### config.mk
export PLATFORM = sky130hd
export DESIGN_NAME = olmc_cell
export DESIGN_NICKNAME = d
export VERILOG_FILES = /design/src/rtl/olmc_cell.sv
export SDC_FILE = /design/constraint.sdc
export NUM_CORES = 1
export LEC_CHECK = 0
export ABC_AREA = 0
export BUFFER_PORTS_ARGS = -buffer_cell sky130_fd_sc_hd__buf_2
export CORE_AREA = 2 2 39 41
export CTS_BUF_LIST = sky130_fd_sc_hd__clkbuf_8 sky130_fd_sc_hd__clkbuf_16
export DETAILED_ROUTE_END_ITERATION = 7
export DIE_AREA = 0 0 41 43
export GPL_ROUTABILITY_DRIVEN = 0
export PLACE_DENSITY = 0.33
export SETUP_SLACK_MARGIN = 0.15
export SYNTH_ARGS = -nofsm -noshare
export SYNTH_HDL_FRONTEND = slang
export SYNTH_SLANG_ARGS = --single-unit
export TNS_END_PERCENT = 10
### constraint.sdc
create_clock -name clk -period 0.9 [get_ports clk]
set_input_delay 0.18 -clock clk [delete_from_list [all_inputs] [get_ports clk]]
set_output_delay 0.18 -clock clk [all_outputs]
set_load 0.005 [all_outputs]
### src/rtl/olmc_cell.sv
module olmc_cell (
  input  logic       clk,
  input  logic       rst,
  input  logic [3:0] pt,
  input  logic       oe_n,
  input  logic [1:0] arch,
  input  logic       pol,
  input  logic       pad_in,
  output logic       pad_out,
  output logic       pad_en,
  output logic       fb
);

  logic is_comb, is_three;
  logic sum_lo, sum_hi, sum3;
  logic d_val, q, comb_val, drive;

  assign is_comb  = arch[1];
  assign is_three = arch[0];

  assign sum_lo = pt[0] | pt[1];
  assign sum_hi = pt[2] | pt[3];
  assign sum3   = pt[0] | pt[1] | pt[2];

  assign d_val = is_three ? (sum3 ^ ~pol) : (sum_lo ^ sum_hi);

  always_ff @(posedge clk or posedge rst) begin
    if (rst) q <= 1'b0;
    else     q <= d_val;
  end

  assign comb_val = is_three ? (pol ? ~sum3 : sum3) : ~(sum_lo ^ sum_hi);
  assign drive    = is_comb ? comb_val : ~q;

  assign pad_en  = is_three ? pt[3] : ~oe_n;
  assign pad_out = pad_en & drive;
  assign fb      = is_comb ? (pad_en ? drive : pad_in) : q;

endmodule

Yosys cells after proc, flatten, opt, wreduce, memory -nomap -nowiden

Index checks and enable logic that the tools add are counted.

Add/subtract/negate cells: 0
Multipliers: 0
Div/mod/pow operators: 0
Order comparisons: 0
Equal/unequal tests: 0
Shift operators: 0
Multiplexer cells: 7
Bitwise operators: 11
Reductions and logical operators: 0

Operator list:

| operator    | number |
|---|---|
| $mux 1      | 7 |
| $not 1->1   | 5 |
| $or 1x1->1  | 3 |
| $xor 1x1->1 | 2 |
| $and 1x1->1 | 1 |

Register bits after elaboration: 1
Latch bits: 0
RAM bits: 0
Bits in read-only memories: 0
Memories kept: 0

Logic depth before layout (Yosys ltp)

Gate-level depths: netlist (run 1).

Depth in word-level cells: 8
Gate-level depth with buffers: 5
Depth with buffers taken out: 5

Least setup slack after synthesis (run 1)

No wires, ideal clock.

Path kind: input to output
Start: input pt[1]
End: output fb
Data arrival time: 803 ps
Setup slack: -83 ps
Stages on the path: 4
Buffers on the path: 0
Cells stage by stage: nor3_2 o211ai_1 a211oi_1 o21bai_1

Longest elaborated chain between the ends: 8

Ends and longest elaborated chain:

| what                     | line   | text |
|---|---|---|
| from (decl)              | 4      | `input logic [3:0] pt,` |
| $or 1x1->1 (*)           | 21, 23 |  |
| $or 1x1->1               | 23     | `assign sum3 = pt[0] \| pt[1] \| pt[2];` |
| $not 1->1                | 32     | `assign comb_val = is_three ? (pol ? ~sum3 : sum3) : ~(sum_lo ^ sum_hi);` |
| $mux 1                   | 32     |  |
| $mux 1 (*)               | 32     |  |
| $mux 1 (*)               | 33     | `assign drive = is_comb ? comb_val : ~q;` |
| $mux 1 (*) (2 in series) | 37     | `assign fb = is_comb ? (pad_en ? drive : pad_in) : q;` |
| to (decl)                | 11     | `output logic fb` |

Every way passes the cells marked *; elsewhere a longest branch is shown, timed or not.

Worst setup path in the final report (run 1)

Start: input pt[0]
End: output fb

Same word-level chain as after synthesis.

==> flow_summary.json, run 1 <==
{
  "vias": 184,
  "grt_pass1_wl_um": 690,
  "die_width_um": 41,
  "crit_type": "primary input to primary output",
  "cp-start-kind": "primary input",
  "track_usage_pct": 5.216,
  "crit_chain": "buf_6 > nor3_4 > o211ai_1 > a211oi_2 > o21bai_1 > buf_2",
  "synth_warnings": 0,
  "grt_setup_unrepaired": "true",
  "drive_above_1_share_pct": 66.67,
  "wl_per_cell_um": 8.082,
  "largest_reg_flops": 1,
  "p_leak_nw": 0.1342,
  "cts_hold_buf": 0,
  "rows": 14,
  "required_ns": 0.72,
  "max_flop_register": "q",
  "setup_slack_ns": -0.3178,
  "hpwl_um": 334.2,
  "initial_utilization_pct": 9.946,
  "vdd_drop_max_mv": 0.2043,
  "synth_cell_types": 15,
  "drt_iter0_markers": 3,
  "hold_path_class": "primary input to asynchronous set/reset pin",
  "timing.slew.headroom_pct": 80.69,
  "detail_route.wirelength_um": 396,
  "worst_pin_slew_ns": 0.2884,
  "ant_nets": 0,
  "arrival_ns": 1.04,
  "top_regs": "q (1)",
  "drt-vias-per-instance": 3.755,
  "final_net_count": 46,
  "final.period_utilization_pct": 135.3,
  "core_mm2": 0.001384,
  "period_needed_ns": 1.218,
  "p_per_area_mw_per_mm2": 641.3,
  "post-place-cells": 48,
  "cp-end-kind": "primary output",
  "synthCells": 18,
  "slew_viol_final": 0,
  "netlist_area_um2": 137.6,
  "drtPass1Iterations": 2,
  "clkSlewWorstSetupHoldPaths_ns": 0,
  "syn_area_per_cell_um2": 7.646,
  "grt_pass1_vias": 166,
  "maxCapViolCount": 0,
  "hold_violations": 0,
  "setup_viol": 4,
  "fmax_ghz": 0.8211,
  "crit_slowest_cell": "a211oi_2",
  "antenna_found_initial": 0,
  "overflow": 0,
  "portBuffers": 13,
  "failed_checks": "setup timing",
  "die_height_um": 43,
  "synth_seq_area_share_pct": 18.18,
  "syn_to_final_growth_pct": 103.6,
  "fin_cells": 49,
  "fin_worst_hold_slack_ns": 0.01524,
  "finish.utilization_pct": 20.25,
  "ys_ff_latch": 1,
  "status": "finished, violations left",
  "die_area_mm2": 0.001763,
  "worst-path-max-fanout": 2,
  "grt_max_degree": 6,
  "pin_count": 14,
  "num_antenna_cells": 0,
  "finalPower_uw": 179.7,
  "remaining_drc_errors": 0,
  "syn_nets": 29,
  "critPathMaxStageDelay_ns": 0.23
}
==> logic make-up after synthesis <==
| kind of cell | Yosys count | synth area share (%) |
|---|---|---|
| AO/OA/AOI/OAI | 8 | 46.37 |
| AND/OR/NAND/NOR | 4 | 17.27 |
| buffers and inverters | 4 | 10.91 |
| multiplexers | 1 | 7.273 |
| flip-flops | 1 | 18.18 |
==> Yosys cell counts, drive strengths merged <==
master / count / area share, %
o21ai: 1 / 3.6
dfrtp: 1 / 18
o21bai: 1 / 5.5
mux2i: 1 / 7.3
nor2: 1 / 2.7
inv: 4 / 11
a21o: 1 / 6.4
nand2: 1 / 2.7
nor3: 1 / 7.3
o211ai: 1 / 5.5
o22ai: 1 / 4.5
nor2b: 1 / 4.5
a21oi: 1 / 6.4
a211oi: 2 / 15
==> critical path: cells and delay by family <==
kind / cells / cell delay (ns)
buf+inv: 2 / 0.22
simple gates: 1 / 0.18
compound gates: 3 / 0.47
==> repair_timing <==
action                     in CTS  in global routing
setup endpoints to repair       4                  4
setup buffers                   0                  1
resized for setup               6                  5
pin swaps                       4                  5
gates cloned                    0                  0
==> worst max path at each step <==
stage                         end   from  slack (ns)  cells after the start
after floorplan                fb  pt[1]       -0.08                      4
after global placement         fb  pt[1]       -0.40                      6
after detailed placement       fb  pt[1]       -0.40                      6
after CTS                      fb  pt[2]       -0.35                      6
after global routing      pad_out  pt[0]       -0.40                      6
final                          fb  pt[0]       -0.32                      6
==> report_power, final <==
part	internal, mW	switching (mW)	leakage [nW]
Combinational	0.0723	0.0566	0.122
Clock	0	0	0
Sequential	0.0503	0.000601	0.0117
Total	0.123	0.0572	0.134
==> cell type report <==
type | count | area [µm²]
multi-input cells | 13 | 121.4
inverters | 4 | 15.01
well taps | 16 | 20.02
fillers | 160 | 1104
repair buffers | 15 | 98.84
flip-flops and latches | 1 | 25.02
==> cells in the final DEF, fill, tap and decap left out <==
| master | instances |
|---|---|
| a211oi_2 | 2 |
| a21o_2 | 1 |
| a21oi_2 | 1 |
| buf_2 | 10 |
| buf_4 | 2 |
| buf_6 | 3 |
| dfrtp_1 | 1 |
| inv_1 | 3 |
| inv_2 | 1 |
| mux2i_4 | 1 |
| nand2_1 | 1 |
| nor2_1 | 1 |
| nor2b_1 | 1 |
| nor3_4 | 1 |
| o211ai_1 | 1 |
| o21ai_1 | 1 |
| o21bai_1 | 1 |
| o22ai_1 | 1 |
==> layer usage <==
metal / global-route usage [%] / part of all wire [%]
met1: 8.654 / 54
met2: 7.813 / 30
met3: 0 / 16
met4: 0 / 0
met5: 0 / 0
==> through the flow <==
step | worst slack (ns) | setup TNS, ns | instance area, µm²
floorplan | -0.08347 | -0.1319 | 137.6
global placement | -0.3964 | -0.8813 | 230.2
detailed placement | -0.4034 | -0.8467 | 230.2
CTS | -0.3470 | -0.7882 | 257.7
global route | -0.4033 | -1.011 | 280.3
finish | -0.3178 | -0.7510 | 280.3
Note: power is estimated with default switching activity, not from simulation.
==> inputs of run 2 (changes only) <==
Settings changed: PLACE_DENSITY 0.33 to 0.42.
==> flow_summary.json, run 2 (synthesized netlist as in run 1, its figures left out) <==
{
  "status": "finished, violations left",
  "failed_checks": "setup timing",
  "required_ns": 0.72,
  "drive_above_1_share_pct": 66.67,
  "cts_hold_buf": 0,
  "num_antenna_cells": 0,
  "grt_pass1_vias": 149,
  "pin_count": 14,
  "grt_pass1_wl_um": 579,
  "hold_path_class": "primary input to asynchronous set/reset pin",
  "final.period_utilization_pct": 134.1,
  "finalPower_uw": 186.2,
  "core_mm2": 0.001384,
  "syn_to_final_growth_pct": 113.6,
  "hold_violations": 0,
  "vdd_drop_max_mv": 0.1905,
  "fin_cells": 49,
  "slew_viol_final": 0,
  "cp-end-kind": "primary output",
  "fmax_ghz": 0.8286,
  "drt-vias-per-instance": 3.796,
  "cp-start-kind": "primary input",
  "setup_viol": 3,
  "timing.slew.headroom_pct": 81.00,
  "max_flop_register": "q",
  "crit_type": "primary input to primary output",
  "final_area_um2": 294.0,
  "die_width_um": 41,
  "track_usage_pct": 4.304,
  "clkSlewWorstSetupHoldPaths_ns": 0,
  "vias": 186,
  "final_cell_mix": "buf_2, inv_1",
  "post-place-cells": 48,
  "overflow": 0,
  "die_height_um": 43,
  "grt_setup_unrepaired": "true",
  "drtPass1Iterations": 1,
  "grt_max_degree": 6,
  "detail_route.wirelength_um": 367,
  "die_area_mm2": 0.001763,
  "antenna_found_initial": 0,
  "remaining_drc_errors": 0,
  "setup_slack_ns": -0.3068,
  "hpwl_um": 318.7,
  "period_needed_ns": 1.207,
  "wl_per_cell_um": 7.490,
  "initial_utilization_pct": 9.946,
  "p_per_area_mw_per_mm2": 633.4,
  "arrival_ns": 1.03,
  "worst-path-max-fanout": 2,
  "worst_pin_slew_ns": 0.2838,
  "p_leak_nw": 0.1390,
  "final_net_count": 46,
  "dpl-instance-area_um2": 230.2,
  "drt_iter0_markers": 0,
  "maxCapViolCount": 0,
  "rows": 14,
  "portBuffers": 13,
  "largest_reg_flops": 1,
  "top_regs": "q (1)",
  "final_common_cell": "buf_2",
  "ant_nets": 0,
  "fin_setup_tns_ns": -0.7135
}
## run 2: changes by cell type in the layout (fill, tap and decap cells not counted)
cell   before  now
buf_8       0    2
buf_2      10    9
buf_6       3    2
## run 2: final cells by class
cell class | count | area [µm²]
Inverter | 4 | 15.01
Timing Repair Buffer | 15 | 112.6
Fill cell | 154 | 1090
Sequential cell | 1 | 25.02
Tap cell | 16 | 20.02
Multi-Input combinational cell | 13 | 121.4
## run 2: per-stage QoR
| stage | setup slack [ns] | hold slack, ns | utilization [%] |
|---|---|---|---|
| 2_1_floorplan | -0.08347 | -0.09129 | - |
| 3_3_place_gp | -0.4059 | 0.01454 | 16.64 |
| 3_5_place_dp | -0.3940 | 0.01777 | 16.64 |
| 4_1_cts | -0.3519 | 0.01777 | 18.63 |
| 5_1_grt | -0.4085 | 0.02345 | 21.25 |
| 6_report | -0.3068 | 0.01412 | 21.25 |
## run 2: timing repair
action	CTS	global route
setup endpoints to repair	4	4
gates resized for setup	5	7
gates cloned	0	0
pin swaps	4	4
buffers inserted	0	1
hold endpoints to repair	0	0
## run 2: metal layers
layer / wire, µm / global-route usage, % / vias up
li1: - / - / 96
met1: 178 / 6.688 / 79
met2: 156 / 6.875 / 11
met3: 33 / 0 / 0
met4: 0 / 0 / 0
met5: 0 / 0 / -
## run 2: critical path, cell delays in order
cell and delay, ns:
buf_8 0.10, nor3_4 0.17, o211ai_1 0.16, a21oi_2 0.20, a211oi_2 0.08, buf_2 0.13
## run 2: worst paths after layout
path	start	end	cells past startpoint
min in group clk	arch[0]	q	4
hold / removal	rst	q	2
max in group asynchronous	rst	q	2
setup / recovery	pt[2]	pad_out	6
## run 2: report_power, final
part | total (mW) | switching [mW] | internal, mW
clock network | 0 | 0 | 0
registers | 0.0511 | 0.000844 | 0.0503
logic | 0.135 | 0.0555 | 0.0796
==> inputs of run 3 (changes only) <==
Settings changed: BUFFER_PORTS_ARGS -buffer_cell sky130_fd_sc_hd__buf_2 to default, DONT_BUFFER_PORTS from default to 1, GPL_ROUTABILITY_DRIVEN 0 to default, PLACE_DENSITY 0.42 to 0.33.
==> flow_summary.json, run 3 (synthesized netlist as in run 1, its figures left out) <==
{
  "slew_viol_final": 0,
  "fin_worst_hold_slack_ns": 0.4138,
  "critPathMaxStageDelay_ns": 0.17,
  "die_height_um": 43,
  "crit_slowest_cell": "buf_4",
  "drtPass1Iterations": 1,
  "vias": 149,
  "top_regs": "q (1)",
  "overflow": 0,
  "fin_setup_tns_ns": -0.2953,
  "wl_per_cell_um": 10.37,
  "setup_viol": 2,
  "status": "finished, violations left",
  "die_width_um": 41,
  "worst_hold_path.num_cells": 1,
  "ant_nets": 0,
  "cp-end-kind": "primary output",
  "initial_utilization_pct": 9.946,
  "drive_above_1_share_pct": 45.45,
  "failed_checks": "setup timing",
  "die_area_mm2": 0.001763,
  "core_mm2": 0.001384,
  "final_area_um2": 216.5,
  "grt_max_degree": 6,
  "grt_pass1_wl_um": 586,
  "largest_reg_flops": 1,
  "crit_chain": "nor3_4 > o211ai_1 > buf_4 > a21oi_4 > a211oi_2",
  "grt_pass1_vias": 142,
  "cp-start-kind": "primary input",
  "final_cell_mix": "inv_1, a211oi_2, buf_4",
  "maxCapViolCount": 0,
  "final.period_utilization_pct": 119.4,
  "max_flop_register": "q",
  "syn_to_final_growth_pct": 57.27,
  "p_leak_nw": 0.08563,
  "hold_violations": 0,
  "remaining_drc_errors": 0,
  "grt_setup_unrepaired": "true",
  "setup_slack_ns": -0.1746,
  "track_usage_pct": 4.605,
  "antenna_found_initial": 0,
  "p_per_area_mw_per_mm2": 628.8,
  "portBuffers": 0,
  "arrival_ns": 0.89,
  "final_net_count": 35,
  "pin_count": 14,
  "use_met3_pct": 0.5236,
  "timing.slew.headroom_pct": 80.34,
  "dpl-instance-area_um2": 180.2,
  "worst_pin_slew_ns": 0.2938,
  "required_ns": 0.72,
  "hold_path_class": "primary input to primary output",
  "crit_type": "primary input to primary output",
  "fmax_ghz": 0.9306,
  "use_met2_pct": 7.813,
  "top_usage_layer": "met2",
  "drt_iter0_markers": 0,
  "drt-vias-per-instance": 3.921,
  "routabilityCongestion": 0.6605,
  "rows": 14,
  "detail_route.wirelength_um": 394,
  "vdd_drop_max_mv": 0.1562,
  "use_met1_pct": 6.369,
  "worst-path-max-fanout": 2,
  "period_needed_ns": 1.075,
  "final_common_cell": "inv_1",
  "num_antenna_cells": 0,
  "finalPower_uw": 136.1,
  "nFillCells": 152
}
## run 3: cell count changes in the layout (fill, tap and decap cells not counted), sizes merged
| cell | previous run | this run |
|---|---|---|
| dlygate4sd3 | 0 | 1 |
| buf | 15 | 3 |
## run 3: metrics by stage
step | util (%) | worst slack (ns) | cells
after global placement | 13.02 | -0.1858 | 37
after CTS | 15.37 | -0.1797 | 38
after global routing | 15.64 | -0.2321 | 38
after floorplan | - | -0.08347 | 18
final | 15.64 | -0.1746 | 38
after detailed placement | 13.02 | -0.2055 | 37
## run 3: critical path: cells and delay by family
family | cells | cell delay (ns)
buf+inv | 1 | 0.17
simple gates | 1 | 0.16
compound gates | 3 | 0.37
## run 3: routing by layer
metal | wire [µm] | vias to the layer above | part of all wire (%)
met4 | 0 | 0 | 0
li1 | - | 72 | -
met2 | 153 | 14 | 39
met5 | 0 | - | 0
met3 | 71 | 0 | 18
met1 | 168 | 63 | 43
## run 3: worst paths after layout
kind                            to    start  slack (ns)
worst max-delay path       pad_out    pt[1]       -0.17
worst min-delay path       pad_out  arch[1]        0.41
min in group asynchronous        q      rst        0.47
max in group asynchronous        q      rst        0.34
## run 3: where the power goes
group / internal [mW] / total, mW / switching, mW
sequential: 0.0503 / 0.0514 / 0.00111
combinational: 0.0463 / 0.0847 / 0.0384
clock: 0 / 0 / 0
total: 0.0966 / 0.136 / 0.0395
## run 3: area by class of cell
class / instances / area (µm²) / area share [%]
timing repair buffer: 4 / 36.28 / 16.76
tap: 16 / 20.02 / 9.249
sequential: 1 / 25.02 / 11.56
multi-input combinational: 13 / 120.1 / 55.49
inverter: 4 / 15.01 / 6.936
## run 3: what timing repair did
| action | 4_1_cts | 5_1_grt |
|---|---|---|
| hold endpoints to repair | 1 | 0 |
| hold buffers | 1 | 0 |
| pin swaps | 2 | 1 |
| setup endpoints to repair | 4 | 4 |
| gates resized for setup | 5 | 1 |
| setup buffers | 0 | 0 |
